==> src/rtl/bwm_pkg.sv <==
package bwm_pkg;

   typedef enum logic [1:0] {
      BW_FULL = 2'b00,
      BW_HALF = 2'b01,
      BW_LANE = 2'b10
   } bw_mode_e;

   function automatic bw_mode_e bw_decode(input logic [1:0] code);
      case (code)
         2'b01:   return BW_HALF;
         2'b10:   return BW_LANE;
         default: return BW_FULL;
      endcase
   endfunction

endpackage

==> src/rtl/bwm_cfg.sv <==
module bwm_cfg
   import bwm_pkg::*;
(
   input  logic       clk,
   input  logic       mrst,
   input  logic [1:0] in_code,
   input  logic [1:0] out_code,
   input  logic       lsb_pin,
   output bw_mode_e   in_mode,
   output bw_mode_e   out_mode,
   output logic       lsb_first
);

   bw_mode_e in_dec;
   bw_mode_e out_dec;

   always_comb begin
      in_dec  = bw_decode(in_code);
      out_dec = (in_dec != BW_FULL) ? BW_FULL : bw_decode(out_code);
   end

   always_ff @(posedge clk) begin
      if (mrst) begin
         in_mode   <= in_dec;
         out_mode  <= out_dec;
         lsb_first <= lsb_pin;
      end
   end


   cfg_hold_chk: assert property (@(posedge clk) disable iff (mrst)
      !mrst |=> ($stable(in_mode) && $stable(out_mode) && $stable(lsb_first)));


   both_narrow_chk: assert property (@(posedge clk) disable iff (mrst)
      (in_mode == BW_FULL) || (out_mode == BW_FULL));

endmodule

==> src/rtl/bwm_pack.sv <==
module bwm_pack
   import bwm_pkg::*;
#(
   parameter int LANE_W = 9,
   parameter int LANES  = 4
) (
   input  logic                     clk,
   input  logic                     mrst,
   input  bw_mode_e                 mode,
   input  logic                     lsb_first,
   input  logic                     wr_valid,
   output logic                     wr_ready,
   input  logic [LANE_W*LANES-1:0]  wr_data,
   output logic                     st_wvalid,
   input  logic                     st_wready,
   output logic [LANE_W*LANES-1:0]  st_wdata
);

   localparam int WORD_W     = LANE_W * LANES;
   localparam int HALF_LANES = LANES / 2;
   localparam int CW         = (LANES > 1) ? $clog2(LANES) : 1;

   if (LANES < 2 || (LANES % 2) != 0) begin : g_bad_lanes
      $error("bwm_pack: LANES must be even and at least 2");
   end
   if (LANE_W < 1) begin : g_bad_width
      $error("bwm_pack: LANE_W must be positive");
   end

   logic [CW-1:0]     cnt;
   logic [CW-1:0]     last_idx;
   logic [CW-1:0]     slot;
   logic              hsel;
   logic [WORD_W-1:0] acc;
   logic [WORD_W-1:0] nxt;
   logic              full;
   logic              accept;
   logic              last;

   always_comb begin
      case (mode)
         BW_HALF: last_idx = CW'(1);
         BW_LANE: last_idx = CW'(LANES - 1);
         default: last_idx = '0;
      endcase
      slot   = lsb_first ? cnt : (CW'(LANES - 1) - cnt);
      hsel   = lsb_first ? cnt[0] : ~cnt[0];
      last   = (cnt == last_idx);
      accept = wr_valid && wr_ready;
   end

   for (genvar i = 0; i < LANES; i++) begin : g_lane
      localparam logic IS_HI = (i >= HALF_LANES);
      logic              en;
      logic [LANE_W-1:0] src;
      always_comb begin
         case (mode)
            BW_HALF: begin
               en  = (hsel == IS_HI);
               src = wr_data[(i % HALF_LANES)*LANE_W +: LANE_W];
            end
            BW_LANE: begin
               en  = (slot == CW'(i));
               src = wr_data[LANE_W-1:0];
            end
            default: begin
               en  = 1'b1;
               src = wr_data[i*LANE_W +: LANE_W];
            end
         endcase
      end
      assign nxt[i*LANE_W +: LANE_W] = en ? src : acc[i*LANE_W +: LANE_W];
   end

   assign wr_ready  = !full || st_wready;
   assign st_wvalid = full;

   always_ff @(posedge clk) begin
      if (mrst) begin
         cnt      <= '0;
         acc      <= '0;
         full     <= 1'b0;
         st_wdata <= '0;
      end else begin
         if (full && st_wready) full <= 1'b0;
         if (accept) begin
            acc <= nxt;
            if (last) begin
               cnt      <= '0;
               st_wdata <= nxt;
               full     <= 1'b1;
            end else begin
               cnt <= cnt + CW'(1);
            end
         end
      end
   end


   wout_hold_chk: assert property (@(posedge clk) disable iff (mrst)
      (st_wvalid && !st_wready) |=> (st_wvalid && $stable(st_wdata)));


   wr_block_chk: assert property (@(posedge clk) disable iff (mrst)
      (st_wvalid && !st_wready) |-> !wr_ready);


   word_src_chk: assert property (@(posedge clk) disable iff (mrst)
      $rose(st_wvalid) |-> $past(wr_valid && wr_ready));


   cnt_range_chk: assert property (@(posedge clk) disable iff (mrst)
      cnt <= last_idx);

endmodule

==> src/rtl/bwm_unpack.sv <==
module bwm_unpack
   import bwm_pkg::*;
#(
   parameter int LANE_W = 9,
   parameter int LANES  = 4
) (
   input  logic                     clk,
   input  logic                     mrst,
   input  bw_mode_e                 mode,
   input  logic                     lsb_first,
   input  logic                     st_rvalid,
   output logic                     st_rready,
   input  logic [LANE_W*LANES-1:0]  st_rdata,
   output logic                     rd_valid,
   input  logic                     rd_ready,
   output logic [LANE_W*LANES-1:0]  rd_data
);

   localparam int WORD_W = LANE_W * LANES;
   localparam int HALF_W = WORD_W / 2;
   localparam int CW     = (LANES > 1) ? $clog2(LANES) : 1;

   if (LANES < 2 || (LANES % 2) != 0) begin : g_bad_lanes
      $error("bwm_unpack: LANES must be even and at least 2");
   end

   logic [CW-1:0]     cnt;
   logic [CW-1:0]     last_idx;
   logic [CW-1:0]     slot;
   logic              hsel;
   logic [WORD_W-1:0] hold;
   logic              held;
   logic              take;
   logic              last;

   always_comb begin
      case (mode)
         BW_HALF: last_idx = CW'(1);
         BW_LANE: last_idx = CW'(LANES - 1);
         default: last_idx = '0;
      endcase
      slot = lsb_first ? cnt : (CW'(LANES - 1) - cnt);
      hsel = lsb_first ? cnt[0] : ~cnt[0];
      last = (cnt == last_idx);
      take = held && rd_ready;
   end

   always_comb begin
      rd_data = '0;
      case (mode)
         BW_HALF: rd_data[HALF_W-1:0] = hsel ? hold[HALF_W +: HALF_W] : hold[HALF_W-1:0];
         BW_LANE: rd_data[LANE_W-1:0] = hold[int'(slot)*LANE_W +: LANE_W];
         default: rd_data = hold;
      endcase
   end

   assign rd_valid  = held;
   assign st_rready = !held || (rd_ready && last);

   always_ff @(posedge clk) begin
      if (mrst) begin
         cnt  <= '0;
         hold <= '0;
         held <= 1'b0;
      end else begin
         if (take) begin
            if (last) begin
               cnt  <= '0;
               held <= 1'b0;
            end else begin
               cnt <= cnt + CW'(1);
            end
         end
         if (st_rvalid && st_rready) begin
            hold <= st_rdata;
            held <= 1'b1;
         end
      end
   end


   rout_hold_chk: assert property (@(posedge clk) disable iff (mrst)
      (rd_valid && !rd_ready) |=> (rd_valid && $stable(rd_data)));


   fetch_chk: assert property (@(posedge clk) disable iff (mrst)
      (st_rvalid && st_rready) |=> rd_valid);


   no_early_fetch_chk: assert property (@(posedge clk) disable iff (mrst)
      (rd_valid && !rd_ready) |-> !st_rready);

endmodule

==> src/rtl/bwm_matcher.sv <==
module bwm_matcher
   import bwm_pkg::*;
#(
   parameter int LANE_W = 9,
   parameter int LANES  = 4
) (
   input  logic                     clk,
   input  logic                     mrst,
   input  logic [1:0]               cfg_in_width,
   input  logic [1:0]               cfg_out_width,
   input  logic                     cfg_lsb_first,
   input  logic                     wr_valid,
   output logic                     wr_ready,
   input  logic [LANE_W*LANES-1:0]  wr_data,
   output logic                     st_wvalid,
   input  logic                     st_wready,
   output logic [LANE_W*LANES-1:0]  st_wdata,
   input  logic                     st_rvalid,
   output logic                     st_rready,
   input  logic [LANE_W*LANES-1:0]  st_rdata,
   output logic                     rd_valid,
   input  logic                     rd_ready,
   output logic [LANE_W*LANES-1:0]  rd_data
);

   bw_mode_e in_mode;
   bw_mode_e out_mode;
   logic     lsb_first;

   bwm_cfg i_cfg (
      .clk       (clk),
      .mrst      (mrst),
      .in_code   (cfg_in_width),
      .out_code  (cfg_out_width),
      .lsb_pin   (cfg_lsb_first),
      .in_mode   (in_mode),
      .out_mode  (out_mode),
      .lsb_first (lsb_first)
   );

   bwm_pack #(.LANE_W(LANE_W), .LANES(LANES)) i_pack (
      .clk       (clk),
      .mrst      (mrst),
      .mode      (in_mode),
      .lsb_first (lsb_first),
      .wr_valid  (wr_valid),
      .wr_ready  (wr_ready),
      .wr_data   (wr_data),
      .st_wvalid (st_wvalid),
      .st_wready (st_wready),
      .st_wdata  (st_wdata)
   );

   bwm_unpack #(.LANE_W(LANE_W), .LANES(LANES)) i_unpack (
      .clk       (clk),
      .mrst      (mrst),
      .mode      (out_mode),
      .lsb_first (lsb_first),
      .st_rvalid (st_rvalid),
      .st_rready (st_rready),
      .st_rdata  (st_rdata),
      .rd_valid  (rd_valid),
      .rd_ready  (rd_ready),
      .rd_data   (rd_data)
   );


   reset_idle_chk: assert property (@(posedge clk)
      $fell(mrst) |-> (!st_wvalid && !rd_valid && wr_ready && st_rready));

endmodule

==> config.mk <==
export PLATFORM = sky130hd
export DESIGN_NAME = bwm_matcher
export DESIGN_NICKNAME = d
export VERILOG_FILES = /design/src/rtl/bwm_pkg.sv /design/src/rtl/bwm_cfg.sv /design/src/rtl/bwm_pack.sv /design/src/rtl/bwm_unpack.sv /design/src/rtl/bwm_matcher.sv
export SDC_FILE = /design/constraint.sdc
export NUM_CORES = 1
export LEC_CHECK = 0
export ABC_AREA = 1
export BUFFER_PORTS_ARGS = -buffer_cell sky130_fd_sc_hd__buf_2
export CAP_MARGIN = 10
export CORE_ASPECT_RATIO = 1.25
export CORE_UTILIZATION = 55
export DETAILED_ROUTE_END_ITERATION = 8
export PLACE_DENSITY = 0.79
export SLEW_MARGIN = 20
export SYNTH_ARGS = -nofsm -noshare
export SYNTH_HDL_FRONTEND = slang
export SYNTH_SLANG_ARGS = --single-unit
==> constraint.sdc <==
create_clock -name clk -period 2.5 [get_ports clk]
set_clock_uncertainty 0.2 [all_clocks]
set_input_delay 0.5 -clock clk [delete_from_list [all_inputs] [get_ports clk]]
set_output_delay 0.5 -clock clk [all_outputs]
set_load 0.1 [all_outputs]
==> metrics list <==
* CTS tree: done
- Synthesis handed over a netlist of between 1000 and 1500 instances.
- In this run the worst path has a maximum fanout of 5.
- Counting instances, the worst hold path has a depth of 1.
* Proportion of layout cells with a drive suffix above 1: 0.261
- The first global-routing pass estimated roughly 34 mm of wire.
- Together, buffers and inverters on the worst path number 4.
* Kind of critical path: reg2out
- At the end of the flow, the number of nets in the layout was 1423.
- Dividing the final minimum period by the clock period gives 1.14.
- Vias per inst: approximately 5.4
- Data on the critical path arrives at its endpoint at approximately 2.2 ns.
- After clock tree synthesis, the clock-pin slew on the worst setup and hold paths is about 0.060 ns.
- DRC violation count after routing: 0
* Count of nets left with antenna violations after detail routing: 0
* Cell type group with the largest total delay on the critical path: simple AND/OR/NAND/NOR gates
- CTS HTree Levels: 4
- In this run, synthesis produced a sequential element count of about 120.
- Post-route minimum period: about 2.9 ns
- The initialized floorplan defines between 40 and 50 standard-cell rows.
- Max-cap violations in this run came to 0.
* Standard cell area after detailed placement: about 0.0085 mm^2
- Startpoint Class: flip-flop
- In this run, the number of DRC markers left after iteration 0 of detailed routing was 521.
* Final number of setup-violating endpoints: 37
* Power density relative to cell area: between 700 and 800 mW/mm^2
* Placed Cells incl. Taps: around 1500
* Type of the most critical hold path: in2reg
* Chip Width: between 100 and 150 um
- Core ar.: 0.0122 mm^2
* Hold Fails Final Rpt: 0
- The synthesized netlist contains 24 unique library cells.
- Wire per inst: approximately 16 um
- By instance count, the cell type seen most on the critical path is sky130_fd_sc_hd__nand2_1.
- Routed WL: about 24 mm
- Prior to clock tree synthesis, the placed netlist has a worst setup slack of between 0.09 and 0.1 ns.
- Number of global-route vias before repair: around 7400
- Entering global routing, the biggest net connects 75 pins.
- Final total negative setup slack: -4.44 ns
* Final global-route overflow total: 0
- Summed over all nets, the half-perimeter wirelength after detailed placement is around 14 mm.
- Number of sinks on the clock net: between 100 and 150
- Area of the mapped netlist: approximately 0.007 mm^2
* Deepest clock path buffer count: 2
- Post-layout worst setup margin: -0.351 ns
- The critical path goes through buf_6, clkinv_8, nand2_8, nand2_4, nand2_1, nand3_1, nand2_1, inv_1, a21oi_4, buf_12.
* Antenna violations before repair: 1
* Total number of vias: ~8000
- The largest single stage delay on the critical path is 0.48 ns.
- The count of buffers added on input and output ports is around 160.
- Counting the buffers created by CTS gives 17.
* Yosys warns: 0
* Number of iterations in the first detailed-routing pass: 6
- Total number of cells along the worst setup path: 10
- Final cell count without fillers: ~1500
- STA classifies the critical path endpoint as an output pin.
- Measured against its own limit, the worst slew margin works out to 0.567.
* Area share of the largest cell type after synthesis: 0.331
- Root cell of the clock tree: sky130_fd_sc_hd__clkbuf_16
- At the later pin of the worst-skew pair, clock insertion delay measures about 0.42 ns.
- Top-Level Pins: roughly 160
- Cell accounting for the most synthesized area: sky130_fd_sc_hd__dfxtp_1
* Total Power: between 7 and 8 mW
- Global placement routability congestion: 0.966
- Post-route design area: 0.00979 mm^2
- The initial utilization of the core area, before any placement, comes to 0.567.
- Failing checks: negative setup slack
- The run finished, with violations left.
* Cell with the largest stage delay on the worst path: sky130_fd_sc_hd__edfxtp_1
- Synthesis produced a netlist with a net count of 1261.
* Top post-synthesis cells by area: sky130_fd_sc_hd__dfxtp_1 (33%), sky130_fd_sc_hd__nand2_1 (25%), sky130_fd_sc_hd__nand3_1 (10%)
- Seq/Total Area, Yosys: 0.353
* Vertical die dimension: 127 um
- For the pin with the worst max-slew slack, the measured transition is 0.649 ns.
- For this design the static power due to leakage is 5.38 nW.
- Area Growth Syn to Fin: 42.0%
- Setup repair after global routing could not meet its margin everywhere.
- Synthesized area per cell: between 5 and 6 um^2
- Peak Freq: between 0.3 and 0.4 GHz
- Worst r2r path cells: 13
- Data on the critical path is required at its endpoint by about 1.8 ns.
- Area of the die: 0.0130 mm^2
- Pins over their slew limit: 0
- VDD sags by at most approximately 0.00050 V.
- In the global route stage, overall resource usage came out at 0.336.
==> cell type report <==
| type | count | area (um^2) |
|---|---|---|
| antenna | 1 | 2.50 |
| clock buffer | 17 | 425 |
| clock inverter | 15 | 144 |
| fill | 852 | 2380 |
| inverter | 175 | 713 |
| multi-input combinational | 823 | 4070 |
| sequential | 119 | 2440 |
| tap | 164 | 205 |
| timing repair buffer | 198 | 1790 |
==> routing by layer <==
| layer | track usage | up-vias | routed length, um |
|---|---|---|---|
| li1 | - | 3885 | - |
| met1 | 0.373 | 3647 | 8220 |
| met2 | 0.575 | 493 | 11600 |
| met3 | 0.0547 | 150 | 2200 |
| met4 | 0.239 | 0 | 1840 |
| met5 | 0 | - | 0 |
==> synth_stat cells <==
library cell	count
sky130_fd_sc_hd__nor3_1	2
sky130_fd_sc_hd__buf_4	15
sky130_fd_sc_hd__ha_1	6
sky130_fd_sc_hd__clkinv_1	1
sky130_fd_sc_hd__buf_2	13
sky130_fd_sc_hd__nor2_4	1
sky130_fd_sc_hd__clkbuf_1	18
sky130_fd_sc_hd__xor2_1	3
sky130_fd_sc_hd__inv_1	172
sky130_fd_sc_hd__a21boi_1	1
sky130_fd_sc_hd__nand3_1	140
sky130_fd_sc_hd__o21ai_0	28
sky130_fd_sc_hd__nand3_2	4
sky130_fd_sc_hd__buf_6	3
sky130_fd_sc_hd__nor2_2	1
sky130_fd_sc_hd__nand2_1	452
sky130_fd_sc_hd__edfxtp_1	5
sky130_fd_sc_hd__buf_1	11
sky130_fd_sc_hd__nor2_1	122
sky130_fd_sc_hd__a21oi_1	49
sky130_fd_sc_hd__xnor2_1	3
sky130_fd_sc_hd__nand2_2	6
sky130_fd_sc_hd__inv_2	2
sky130_fd_sc_hd__dfxtp_1	114
==> cell usage in the layout (no fill, tap or decap), types with 6 or more instances in the layout <==
cell type	n
sky130_fd_sc_hd__nand2_1	413
sky130_fd_sc_hd__inv_1	143
sky130_fd_sc_hd__nand3_1	130
sky130_fd_sc_hd__nor2_1	122
sky130_fd_sc_hd__buf_2	121
sky130_fd_sc_hd__dfxtp_1	112
sky130_fd_sc_hd__buf_12	45
sky130_fd_sc_hd__a21oi_1	40
sky130_fd_sc_hd__nand2_2	27
sky130_fd_sc_hd__buf_4	23
sky130_fd_sc_hd__o21ai_0	19
sky130_fd_sc_hd__inv_2	18
sky130_fd_sc_hd__clkbuf_16	17
sky130_fd_sc_hd__nand2_4	16
sky130_fd_sc_hd__clkinvlp_4	14
sky130_fd_sc_hd__nand3_2	11
sky130_fd_sc_hd__a21oi_4	9
sky130_fd_sc_hd__o21ai_2	8
sky130_fd_sc_hd__nand2_8	6
sky130_fd_sc_hd__inv_6	6
sky130_fd_sc_hd__buf_6	6
==> path summary, 6_finish.rpt <==
path                       from                 end  slack (ns)
max             i_cfg.lsb_first          rd_data[3]       -0.35
min               cfg_lsb_first     i_cfg.lsb_first        0.11
max reg2reg   i_cfg.out_mode[0]   i_unpack.hold[16]        0.04
min reg2reg  i_pack.st_wdata[4]  i_pack.st_wdata[4]        0.25
==> report_power, final <==
part	leakage (nW)	total, mW	internal, mW	switching [mW]
sequential	0.988	2.22	2.09	0.135
combinational	4.12	3.19	0.973	2.21
clock	0.273	2.38	1.39	0.988
total	5.38	7.79	4.45	3.33
==> metrics by stage <==
| stage | util | hold WS [ns] |
|---|---|---|
| 2_1_floorplan | - | 0.268 |
| 3_3_place_gp | 0.699 | 0.231 |
| 3_5_place_dp | 0.699 | 0.234 |
| 4_1_cts | 0.773 | 0.107 |
| 5_1_grt | 0.805 | 0.0892 |
| 6_report | 0.805 | 0.111 |
==> repair_timing <==
action / CTS / global route
resized for setup: 61 / 85
setup buffers: 8 / 8
cloned: 6 / 1
setup endpoints to repair: 26 / 37
hold buffers: 0 / 0
pin swaps: 8 / 25
==> sequential cells by signal, indices dropped and copies added (netlist names) <==
| signal | flops |
|---|---|
| i_pack.st_wdata | 36 |
| i_unpack.cnt | 2 |
| i_unpack.hold | 36 |
| i_pack.acc | 36 |
| i_pack.st_wvalid | 1 |
| i_unpack.rd_valid | 1 |
| i_cfg.in_mode | 2 |
| i_cfg.out_mode | 2 |
| i_pack.cnt | 2 |
| i_cfg.lsb_first | 1 |
==> cell families (layout without fill, tap and decap cells) <==
kind of cell | count (synthesis) | in the layout | share of synthesized area
other | 0 | 1 | 0
AND/OR/NAND/NOR | 728 | 733 | 0.430
AO/OA/AOI/OAI | 78 | 78 | 0.0570
buffers and inverters | 235 | 405 | 0.142
XOR/XNOR | 6 | 6 | 0.00763
adder cells (fa/ha/maj) | 6 | 6 | 0.0109
flip-flops | 119 | 119 | 0.353
(Power assumes the default switching activity.)
